`src/rtl/tern_cmp2.sv`:
```
module tern_cmp2 (
  input  logic [1:0] x_hi,
  input  logic [1:0] x_lo,
  input  logic [1:0] y_hi,
  input  logic [1:0] y_lo,
  output logic [1:0] eq_t,
  output logic [1:0] lt_t,
  output logic [1:0] gt_t,
  output logic       code_err
);
  localparam logic [1:0] T_LO = 2'b00;
  localparam logic [1:0] T_HI = 2'b10;

  function automatic logic [2:0] unary(input logic [1:0] t);
    unary = {t == 2'b10, t == 2'b01, t == 2'b00};
  endfunction

  logic [2:0] xh, xl, yh, yl;
  assign xh = unary(x_hi);
  assign xl = unary(x_lo);
  assign yh = unary(y_hi);
  assign yl = unary(y_lo);

  logic hi_eq, lo_eq, hi_lt, lo_lt, hi_gt, lo_gt;
  assign hi_eq = |(xh & yh);
  assign lo_eq = |(xl & yl);
  assign hi_lt = (xh[0] & (yh[1] | yh[2])) | (xh[1] & yh[2]);
  assign lo_lt = (xl[0] & (yl[1] | yl[2])) | (xl[1] & yl[2]);
  assign hi_gt = (yh[0] & (xh[1] | xh[2])) | (yh[1] & xh[2]);
  assign lo_gt = (yl[0] & (xl[1] | xl[2])) | (yl[1] & xl[2]);

  assign code_err = (&x_hi) | (&x_lo) | (&y_hi) | (&y_lo);

  logic is_eq, is_lt, is_gt;
  assign is_eq = hi_eq & lo_eq;
  assign is_lt = hi_lt | (hi_eq & lo_lt);
  assign is_gt = hi_gt | (hi_eq & lo_gt);

  assign eq_t = (is_eq & ~code_err) ? T_HI : T_LO;
  assign lt_t = (is_lt & ~code_err) ? T_HI : T_LO;
  assign gt_t = (is_gt & ~code_err) ? T_HI : T_LO;
endmodule

```
`config.mk`:
```
export PLATFORM = sky130hd
export DESIGN_NAME = tern_cmp2
export DESIGN_NICKNAME = d
export VERILOG_FILES = /design/src/rtl/tern_cmp2.sv
export SDC_FILE = /design/constraint.sdc
export NUM_CORES = 1
export LEC_CHECK = 0
export BUFFER_PORTS_ARGS = -buffer_cell sky130_fd_sc_hd__buf_2
export CORE_AREA = 2 2 39 41
export DETAILED_ROUTE_END_ITERATION = 16
export DIE_AREA = 0 0 41 43
export GPL_TIMING_DRIVEN = 1
export SLEW_MARGIN = 20
export SYNTH_ARGS = -nofsm -noshare
export SYNTH_HDL_FRONTEND = slang
export SYNTH_SLANG_ARGS = --single-unit
```
`constraint.sdc`:
```
create_clock -name vclk -period 2.6
set_input_delay 0.13 -clock vclk [all_inputs]
set_output_delay 0.13 -clock vclk [all_outputs]
set_load 0.005 [all_outputs]
```
==> Word-level counts from Yosys, hierarchy flattened <==
Cells that the tools add are included.
{ "op_classes": {"eq_ne": 8, "mux": 3, "bitwise": 30, "reduce_logical": 10} }
{ "op_table": {"columns": ["operator", "n"], "rows": [
  ["bitwise AND 1 bit", 14],
  ["OR 1 bit", 13],
  ["== test 2 x 1 -> 1 bit, second input constant", 4],
  ["== test 2 bit, second input constant", 4],
  ["zero test 2 bit", 4],
  ["AND reduction 2 bit", 4],
  ["bitwise AND 3 bit", 2],
  ["two-way mux 2 bit", 3],
  ["OR reduction 3 bit", 2],
  ["inverter 1 bit", 1]
]} }
{ "totals": {"reg_bits": 0, "input_bits": 8, "output_inout_bits": 7} }

==> Depth between registers and ports, before layout <==
Gate-level depths: netlist of run 1.
{ "depth": {"word_depth": 8, "mapped_depth": 5} }

==> Worst setup path before layout of run 1 <==
Ideal clock, no wire load.
{ "synth_timing": {"kind": "input to output", "from": "input port x_hi[0]", "to": "output port eq_t[1]", "arrival_time_ps": 1059, "required_ps": 2470, "path_slack_ps": 1411, "stages": 3, "n_path_buf": 0, "path_cell_list": "ha_1 or4_4 nor3_2"} }
{ "synth_between": {"elab_chain_cells": 7, "word_cells_on_any_way": 13, "classes_between": "eq/ne: 2; mux: 1; bitwise: 7; reduce/logical: 3"} }
{ "synth_rtl": {"columns": ["item", "line", "rtl"], "rows": [
  ["from (decl)", "2", "input logic [1:0] x_hi,"],
  ["AND reduction 2 bit", "32", "assign code_err = (&x_hi) | (&x_lo) | (&y_hi) | (&y_lo);"],
  ["OR 1 bit (3 in a row)", "32", null],
  ["via code_err", "9", "output logic code_err"],
  ["inverter 1 bit", "39", "assign eq_t = (is_eq & ~code_err) ? T_HI : T_LO;"],
  ["bitwise AND 1 bit", "39", null],
  ["two-way mux 2 bit", "39", null],
  ["to (decl)", "6", "output logic [1:0] eq_t,"]
]} }
The timed path passes the listed nets, and every way through them passes these cells.

==> Worst setup path in the final report of run 1 <==
{ "layout_timing": {"from": "input port x_hi[0]", "to": "output port gt_t[1]"} }
{ "layout_between": {"elab_chain_cells": 7, "word_cells_on_any_way": 18, "classes_between": "eq/ne: 2; mux: 1; bitwise: 12; reduce/logical: 3"} }
{ "layout_rtl": {"columns": ["item", "line", "rtl"], "rows": [
  ["== test 2 x 1 -> 1 bit (tied with other cells)", "15", "unary = {t == 2'b10, t == 2'b01, t == 2'b00};"],
  ["bitwise AND 3 bit (tied with other cells)", "25", "assign hi_eq = |(xh & yh);"],
  ["OR reduction 3 bit (tied with other cells)", "25", null],
  ["bitwise AND 1 bit (tied with other cells)", "37", "assign is_gt = hi_gt | (hi_eq & lo_gt);"],
  ["OR 1 bit or inverter 1 bit (tied branches)", "37, 41", null],
  ["bitwise AND 1 bit *", "41", "assign gt_t = (is_gt & ~code_err) ? T_HI : T_LO;"],
  ["two-way mux 2 bit *", "41", null],
  ["to (decl)", "8", "output logic [1:0] gt_t,"]
]} }
Every way passes the cells marked *; elsewhere a longest branch is shown, timed or not.

==> summary by stage, run 1 <==
Min path
The hold path startpoint is y_lo[1]. The min-delay analysis places its worst path in the category input pin to primary output. For hold timing, the worst endpoint is code_err. The number of instances on the worst hold path is 4.

Power
The leakage power is roughly 0.25 nW. The peak supply drop is between 0.02 and 0.03 mV. Dividing total power by cell area gives a power density of 111 nW/um^2.

Setup path
The slowest stage of the critical path is the a222oi_1 cell. For the worst setup path, the data arrival time is ~1.4 ns. The critical path goes through buf_2 -> inv_1 -> ha_1 -> a222oi_1 -> o21a_1 -> nor2_1 -> buf_2. The required arrival time at the worst endpoint is 2.47 ns. Of all nets on the critical path, the largest fanout is 3. The cell with the most instances on the worst path is buf_2. The biggest cell delay along the critical path is 0.54 ns. STA classifies the critical path startpoint as an input pin. The number of buffers and inverters on the critical path is 3. The worst setup path is of the input pin to primary output kind. STA classifies the critical path endpoint as a primary output. The category of cells accounting for the largest share of critical-path delay is compound AO/OA/AOI/OAI gates.

Yosys
Ranked by instance count, the synthesized netlist is headed by ha_1, inv_1, a22oi_1. The number of different library cells in the post-synthesis netlist is 10. By area the synthesized netlist is led by ha_1, a22oi_1, inv_1, buf_4, a222oi_1.

The cell count after synthesis came out at 40. The leading area contributor after synthesis is ha_1. For this run, the number of Yosys warnings is 0. The library cell with the highest instance count after synthesis is ha_1. The synthesized netlist occupies a cell area of about 350 sq um. In this run the mean area of a mapped cell was approximately 8.8 sq um.

Summing the sequential cell areas from Yosys gives 0% of the chip area. Summed over its instances, the top area cell type makes up approximately 57% of the synthesized netlist area.

Drt
In this run the remaining antenna-violating nets after routing total 0. The final routed DRC violation total is 0. Using the TritonRoute via totals, the vias-per-cell ratio works out to around 4.4. The final layout contains routed wiring with a total length of 601 microns. The length of the first detailed-routing pass in iterations is 4. The starting DRC count in detailed routing is 12. The total number of vias is between 200 and 300. The routed wirelength normalized by instance count is 8.97 microns.

Timing
The total count of max-transition violations in the final report came to 0. The final-report setup violation count is 0. The final cycle utilization of the critical path is between 50 and 60%. The final worst setup slack is 1.07 ns. The final hold violation count is 0. Timing would allow up to approximately 650 MHz. At the pin with the least slew margin, the transition time is between 0.5 and 0.6 ns. The accumulated negative setup slack is 0 ns.

After layout, the minimum clock period comes to 1.53 ns. Setup repair after global routing left no endpoint under its margin. The normalized max-slew margin is 64.5%.

Finish
The sequential cell area is 0 sq um. The number of clock buffers in the layout is 0. The net count of the finished layout is 77.

The design has 0 sequential cells. Of the cells placed in the final design, the portion with a size suffix greater than 1 is 27.5%. The number of filler instances in the final layout is 157. 0 antenna diodes ended up in the layout. The relative area change from synthesis to final layout is 18.6%.

Placed design
Detailed placement ended at an HPWL of 552 microns. Before CTS, the worst setup slack after placement is 1.10 ns. Port buffering added 12 buffers. The congestion estimate from routability-driven global placement came to 0.609.

Floorplan
The initial utilization of the core area, before any placement, comes to 25.3%. The floorplan die height is 43 microns. The I/O pin count is 15. From left edge to right edge, the die measures 41 microns.

In this run the core area contains 14 standard-cell rows. The placeable core area is between 1000 and 1500 sq um. The full die area is approximately 1800 sq um.

Clocking
The count of instances resized after the clock tree is built is 0. After clock tree synthesis, the setup repair step added 0 buffers. The number of hold buffers added after cts is 0.

Flow run
The number of max-cap violations is 0.

Run status
The flow ran to the end, and the final reports show no timing, DRC or antenna violations.

GRT
The total global routing overflow is 0. The number of global-route vias before repair is 247. The initial antenna violation count is 0. The first global-routing pass estimated 903 microns of wire. Entering global routing, the biggest net connects 5 pins. Global routing consumed, over all layers together, 6.99% of the routing resources.
==> per-layer routing <==
layer | vias to the layer above | track usage, % | wire length (microns)
li1 | 154 | - | -
met3 | 0 | 0 | 36
met4 | 0 | 0 | 0
met1 | 132 | 7.28 | 253
met5 | - | 0 | 0
met2 | 9 | 14.7 | 310
==> cell usage in the layout, fill, tap and decap left out <==
cell       n
ha_1      16
buf_2     12
inv_1      8
a22oi_1    4
conb_1     3
a222oi_1   2
o21a_1     2
nor2_1     2
or4_4      1
nor3_2     1
==> worst max-delay path by stage <==
| stage | from | to | depth (start not counted) |
|---|---|---|---|
| floorplan | x_hi[0] | eq_t[1] | 3 |
| detailed placement | x_hi[0] | gt_t[1] | 7 |
| CTS | x_hi[0] | gt_t[1] | 7 |
| global placement | x_hi[0] | gt_t[1] | 7 |
| global route | x_hi[0] | gt_t[1] | 7 |
| finish | x_hi[0] | gt_t[1] | 7 |
==> layout make-up <==
type	count	area, sq um	area share (%)
multi-input cells	31	305	73.5
repair buffers	12	60.1	14.5
inverters	8	30.0	7.23
well taps	16	20.0	4.82
==> cell families (layout without fill, tap and decap cells) <==
kind of cell	after synthesis	after routing	synth area share, %
adders and majority gates	16	16	57.1
AOI/OAI and AO/OA	8	8	18.6
buffers and inverters	11	20	15.0
other	1	3	1.07
and+or+nand+nor	4	4	8.21
==> through the flow <==
step	utilization [%]	area (sq um)	cells	power, mW	hold slack, ns
finish	30.0	415	67	0.0461	0.731
floorplan	-	358	42	0.0312	0.500
CTS	30.0	415	67	0.0463	0.733
global route	30.0	415	67	0.0532	0.768
global placement	30.0	415	67	0.0449	0.740
detailed placement	30.0	415	67	0.0461	0.733
==> power breakdown <==
| part | switching, mW | internal (mW) |
|---|---|---|
| sequential | 0 | 0 |
| combinational | 0.0247 | 0.0214 |
| clock | 0 | 0 |
| total | 0.0247 | 0.0214 |
(Power assumes the default switching activity.)
==> run 2: changes to the inputs <==
clock period = 1.53 ns   (was 2.6 ns; I/O delays follow)
==> run 2 against run 1 <==
Wire length is 6.3% lower. First-iteration DRC count is 8.3% lower. Design area stayed put. Power is 69% higher. Combinational power is 69% higher. Non-clock buffer count stayed put. Final cell count stayed put. Core utilization stayed put. Clock-buffer cell count stayed put. Worst setup slack worse by 0.95 ns. Sequential cell count stayed put.
==> summary by stage, run 2 (synthesized netlist as in run 1, its figures left out) <==
Finish
The net count reported at finish is 77 (unchanged). The sequential cell area is 0 sq um (unchanged). The top cell types in the final layout, fill and taps aside, are ha_1, buf_2, inv_1. The post-layout utilization of the core is 30.0% (unchanged). The fraction of final layout cells with drive strength greater than 1 came to 27.5% (unchanged).

The number of antenna repair diodes is 0 (unchanged). The relative area change from synthesis to final layout came to 18.6% (unchanged). The count of flip-flops and latches is 0 (unchanged). The commonest non-fill, non-tap cell in the layout is ha_1.

The number of clock buffers in the layout is 0 (unchanged). The area of all placed cells without fillers is 415 sq um (unchanged).

Placed design
The post-detailed-placement half-perimeter wirelength was 535 microns (-3.1%). The cell area after placement was 415 sq um (unchanged). The weighted congestion reported at the end of routability-driven placement was 0.660 (+8.3%). The worst slack after detailed placement is 0.133 ns (-0.963 ns). The count of buffers from port buffering is 12 (unchanged).

Power
The total power density per cell area is 187 nW/um^2 (+69%). The peak supply drop is 0.0483 mV (+91%). The leakage power is 0.248 nW (unchanged).

Clocking
The number of hold buffers added after cts is 0 (unchanged). The count of instances resized after the clock tree is built came to 0 (unchanged). The number of post-CTS setup repair buffers is 0 (unchanged).

Timing
For this run, the top clock speed supported by timing is 712 MHz. The final hold slack is 0.625 ns (-0.106 ns). The total count of max-transition violations in the final report is 0 (unchanged). The final-report setup violation count came to 0 (unchanged). Counting I/O delays and the setup requirement, the final critical path takes around 1.4 ns.

The normalized max-slew margin was 65.5% (+1.0 points). The final worst setup slack came to 0.125 ns (-0.948 ns). The final hold violation count is 0 (unchanged).

Setup repair after global routing left no endpoint under its margin. The pin slew with the least headroom to its limit is 0.517 ns (-0.0152 ns). The final cycle utilization of the critical path is between 90% and 100%.

The accumulated negative setup slack was 0 ns (unchanged).

Floorplan
The row count is 14 (unchanged). The floorplan die height was 43 microns (unchanged). The placeable core area is 1380 sq um (unchanged). The I/O pin count is 15 (unchanged). The horizontal extent of the die was 41 microns (unchanged). The full die area is 1760 sq um (unchanged).

The starting density of the core is 25.3% (unchanged).

Drt
The total number of vias was 287 (-2.7%). The starting DRC count in detailed routing came to 11 (-1). The routed wirelength normalized by instance count is 8.40 microns (-6.3%). The final routed DRC violation total is 0 (unchanged). The length of the first detailed-routing pass in iterations is 4 (unchanged). The sum of routed wire length over all layers is 563 microns (-6.3%). The per-cell via count in the routed design came to 4.28 (-2.7%).

The residual antenna-violating net count after detailed routing is 0 (unchanged).

GRT
The total global routing overflow is 0 (unchanged). The global-route wire length before repair is 869 microns (-3.8%). The number of global-route vias before repair is 244 (-1.2%). The largest net degree at the start of global routing is 5 (unchanged). The total track usage came to 6.59% (-0.40 points). The initial antenna violation count is 0 (unchanged).

Run status
The flow ran to the end, and the final reports show no timing, DRC or antenna violations.

Setup path
The worst setup path is of the input pin to primary output kind. The required arrival time at the worst endpoint is 1.45 ns (-1.02 ns). STA classifies the critical path startpoint as an input pin.

The maximum net fanout on the critical path was 3 (unchanged). The critical path arrival is 1.33 ns (-0.07 ns). STA classifies the critical path endpoint as a primary output.

Min path
The type of the worst min-delay path is input pin to primary output.

Flow run
The number of max-cap violations is 0 (unchanged).
## run 2: cell counts in the layout (fill, tap and decap cells not counted)
Identical to the previous run, type by type.
## run 2: through the flow
step	total power [mW]	instances
finish	0.0777	67
global route	0.0902	67
CTS	0.0783	67
detailed placement	0.0780	67
global placement	0.0767	67
floorplan	0.0531	42
## run 2: power breakdown
| part | leakage [nW] | internal, mW | switching, mW |
|---|---|---|---|
| Combinational | 0.248 | 0.0364 | 0.0412 |
| Sequential | 0 | 0 | 0 |
| Clock | 0 | 0 | 0 |
| Total | 0.248 | 0.0364 | 0.0412 |
## run 2: critical path, stage by stage
cell and delay [ns]:
buf_2 0.10, inv_1 0.05, ha_1 0.20, a222oi_1 0.53, o21a_1 0.21, nor2_1 0.04
buf_2 0.12
## run 2: path summary, 6_finish.rpt
check,depth (start not counted),endpoint,slack [ns],from
min,4,code_err,0.62,y_lo[1]
max,7,lt_t[1],0.12,x_hi[0]
## run 2: metal layers
metal / wire length (microns) / vias to the layer above / global-route usage, %
met5: 0 / - / 0
met4: 0 / 0 / 0
met3: 35 / 0 / 0
met2: 278 / 9 / 14.4
met1: 249 / 125 / 6.33
li1: - / 153 / -
## run 2: cell type report
| cell class | count | area (sq um) |
|---|---|---|
| fill | 158 | 968 |
| multi-input combinational | 31 | 305 |
| timing repair buffer | 12 | 60.1 |
| inverter | 8 | 30.0 |
| tap | 16 | 20.0 |
==> run 3: changes to the inputs <==
==> constraint.sdc (replaced) <==
create_clock -name vclk -period 1.53
set_input_delay 0.459 -clock vclk [all_inputs]
set_output_delay 0.459 -clock vclk [all_outputs]
set_load 0.005 [all_outputs]
==> run 3 against run 2 <==
Core utilization grew 13 points. Clock-buffer cell count unchanged. Final cell count grew 6.0%. Critical endpoint unchanged. The run now ends with negative setup slack left. Global-route usage rose by 3.1 points. First-iteration DRC count shrank 73%. Hold slack improved by 0.74 ns. Worst setup slack lost 0.59 ns. Power grew 61%. Via count is 8.7% higher.
==> summary by stage, run 3 (synthesized netlist as in run 1, its figures left out) <==
Run status
The flow ran to the end, but the final reports show violations. The final reports fail on negative setup slack.

Floorplan
The starting density of the core is 25.3% (unchanged). The floorplan die height is 43 microns (unchanged). The full die area was 1760 sq um (unchanged). The row count is 14 (unchanged). The placeable core area came to 1380 sq um (unchanged). The horizontal extent of the die is 41 microns (unchanged). The I/O pin count was 15 (unchanged).

Power
The total power density per cell area is 208 nW/um^2 (+11%). The peak supply drop came to 0.0838 mV (+74%). The leakage power is 0.284 nW (+14%).

Setup path
The required arrival time at the worst endpoint is 1.07 ns (-0.38 ns). The biggest cell delay along the critical path is 0.34 ns (-0.19 ns). The maximum net fanout on the critical path is 3 (unchanged).

Traced cell by cell, the critical path runs through buf_12 -> inv_12 -> ha_4 -> a222oi_1 -> buf_4 -> o21a_1 -> nor2_2 -> buf_2. In this run the worst setup path begins at y_hi[0]. STA classifies the critical path startpoint as an input pin. The critical path arrival is 1.54 ns (+0.21 ns).

The startpoint-to-endpoint class of the critical path is input pin to primary output. The worst setup path is captured at a primary output. The master of the slowest instance on the critical path is a222oi_1.

GRT
The global-route wire length before repair is 1210 microns (+40%). The number of global-route vias before repair is 301 (+23%). The total global routing overflow is 0 (unchanged). The initial antenna violation count was 0 (unchanged).

The total track usage is 9.69% (+3.1 points). The largest net degree at the start of global routing came to 5 (unchanged).

Timing
The total count of max-transition violations in the final report is 0 (unchanged). The final worst setup slack is -0.465 ns (-0.590 ns). The accumulated negative setup slack is -1.73 ns (-1.73 ns).

Setup repair after global routing could not meet its margin everywhere. The highest clock frequency the design can meet came to 501 MHz (-30%). The shortest clock period the worst path allows after layout was 2.00 ns (+0.590 ns). The final hold violation count is 0 (unchanged). The final cycle utilization of the critical path is 130% (+39 points). The final hold slack is 1.36 ns (+0.738 ns). The final-report setup violation count is 4 (+4).

Finish
The count of flip-flops and latches came to 0 (unchanged). The area occupied by multi-input gates is 388 sq um (+27%). The fraction of final layout cells with drive strength greater than 1 is 56.4% (+29 points). The number of clock buffers in the layout was 0 (unchanged). The sequential cell area was 0 sq um (unchanged).

The number of antenna repair diodes is 0 (unchanged). Relative to the synthesized area, the layout overhead comes to 71.4%. The net count reported at finish is 81 (+5.2%).

The library cell used most frequently in the layout, excluding fill and tap cells, is ha_1. The number of filler instances in the final layout is 151 (-4.4%). In the layout the commonest cells are ha_1, ha_4, buf_2.

The post-layout utilization of the core is 43.4% (+13 points).

Clocking
The number of hold buffers added after cts is 0 (unchanged).

Placed design
The worst slack after detailed placement is -0.547 ns (-0.679 ns). The weighted congestion reported at the end of routability-driven placement came to 0.646 (-2.0%). The count of buffers from port buffering is 12 (unchanged). The post-detailed-placement half-perimeter wirelength is 605 microns (+13%).

Drt
The total number of vias is 312 (+8.7%). The routed wirelength normalized by instance count is 10.7 microns (+27%). The final routed DRC violation total is 0 (unchanged). The length of the first detailed-routing pass in iterations is 4 (unchanged). The starting DRC count in detailed routing came to 3 (-8). The per-cell via count in the routed design came to 4.39 (+2.6%). The sum of routed wire length over all layers is 758 microns (+35%). The residual antenna-violating net count after detailed routing is 0 (unchanged).

Min path
The path class of the tightest hold or removal check is input pin to primary output. The number of instances on the worst hold path is 4 (unchanged). The hold path startpoint is y_lo[0].

Flow run
The number of max-cap violations was 0 (unchanged).
==> run 3: cell count changes in the layout (fill, tap and decap cells not counted), sizes merged <==
cell / before / now
buf: 12 / 16
==> run 3: worst max-delay path, delay by kind of cell <==
family	cells	cell delay (ns)
compound gates	2	0.47
buf+inv	4	0.42
fa+ha+maj	1	0.14
simple gates	1	0.03
==> run 3: what timing repair did <==
item	4_1_cts	5_1_grt
resized for setup	19	1
setup buffers	1	0
pin swaps	6	5
setup endpoints to repair	4	4
gates cloned	0	0
==> run 3: where the power goes <==
group	total, mW	switching, mW	internal, mW
Combinational	0.125	0.0583	0.0665
Clock	0	0	0
Sequential	0	0	0
==> run 3: final timing paths <==
check / endpoint
hold / removal: code_err
setup / recovery: lt_t[1]
==> run 3: cell type report <==
cell class                 instances  share of cell area, %
timing repair buffer              16                   24.6
tap                               16                   3.33
multi-input combinational         31                   64.6
inverter                           8                   7.50
==> run 3: through the flow <==
step	instances	power (mW)	area (sq um)
2_1_floorplan	42	0.0620	443
3_3_place_gp	70	0.103	523
3_5_place_dp	70	0.104	523
4_1_cts	71	0.123	597
5_1_grt	71	0.137	601
6_report	71	0.125	601
==> run 3: metal layers <==
| metal | part of all wire (%) | track usage [%] | up-vias |
|---|---|---|---|
| met5 | 0 | 0 | - |
| met4 | 0 | 0 | 0 |
| met3 | 3.8 | 0 | 0 |
| met2 | 62 | 20.9 | 9 |
| met1 | 34 | 9.49 | 142 |
| li1 | - | - | 161 |
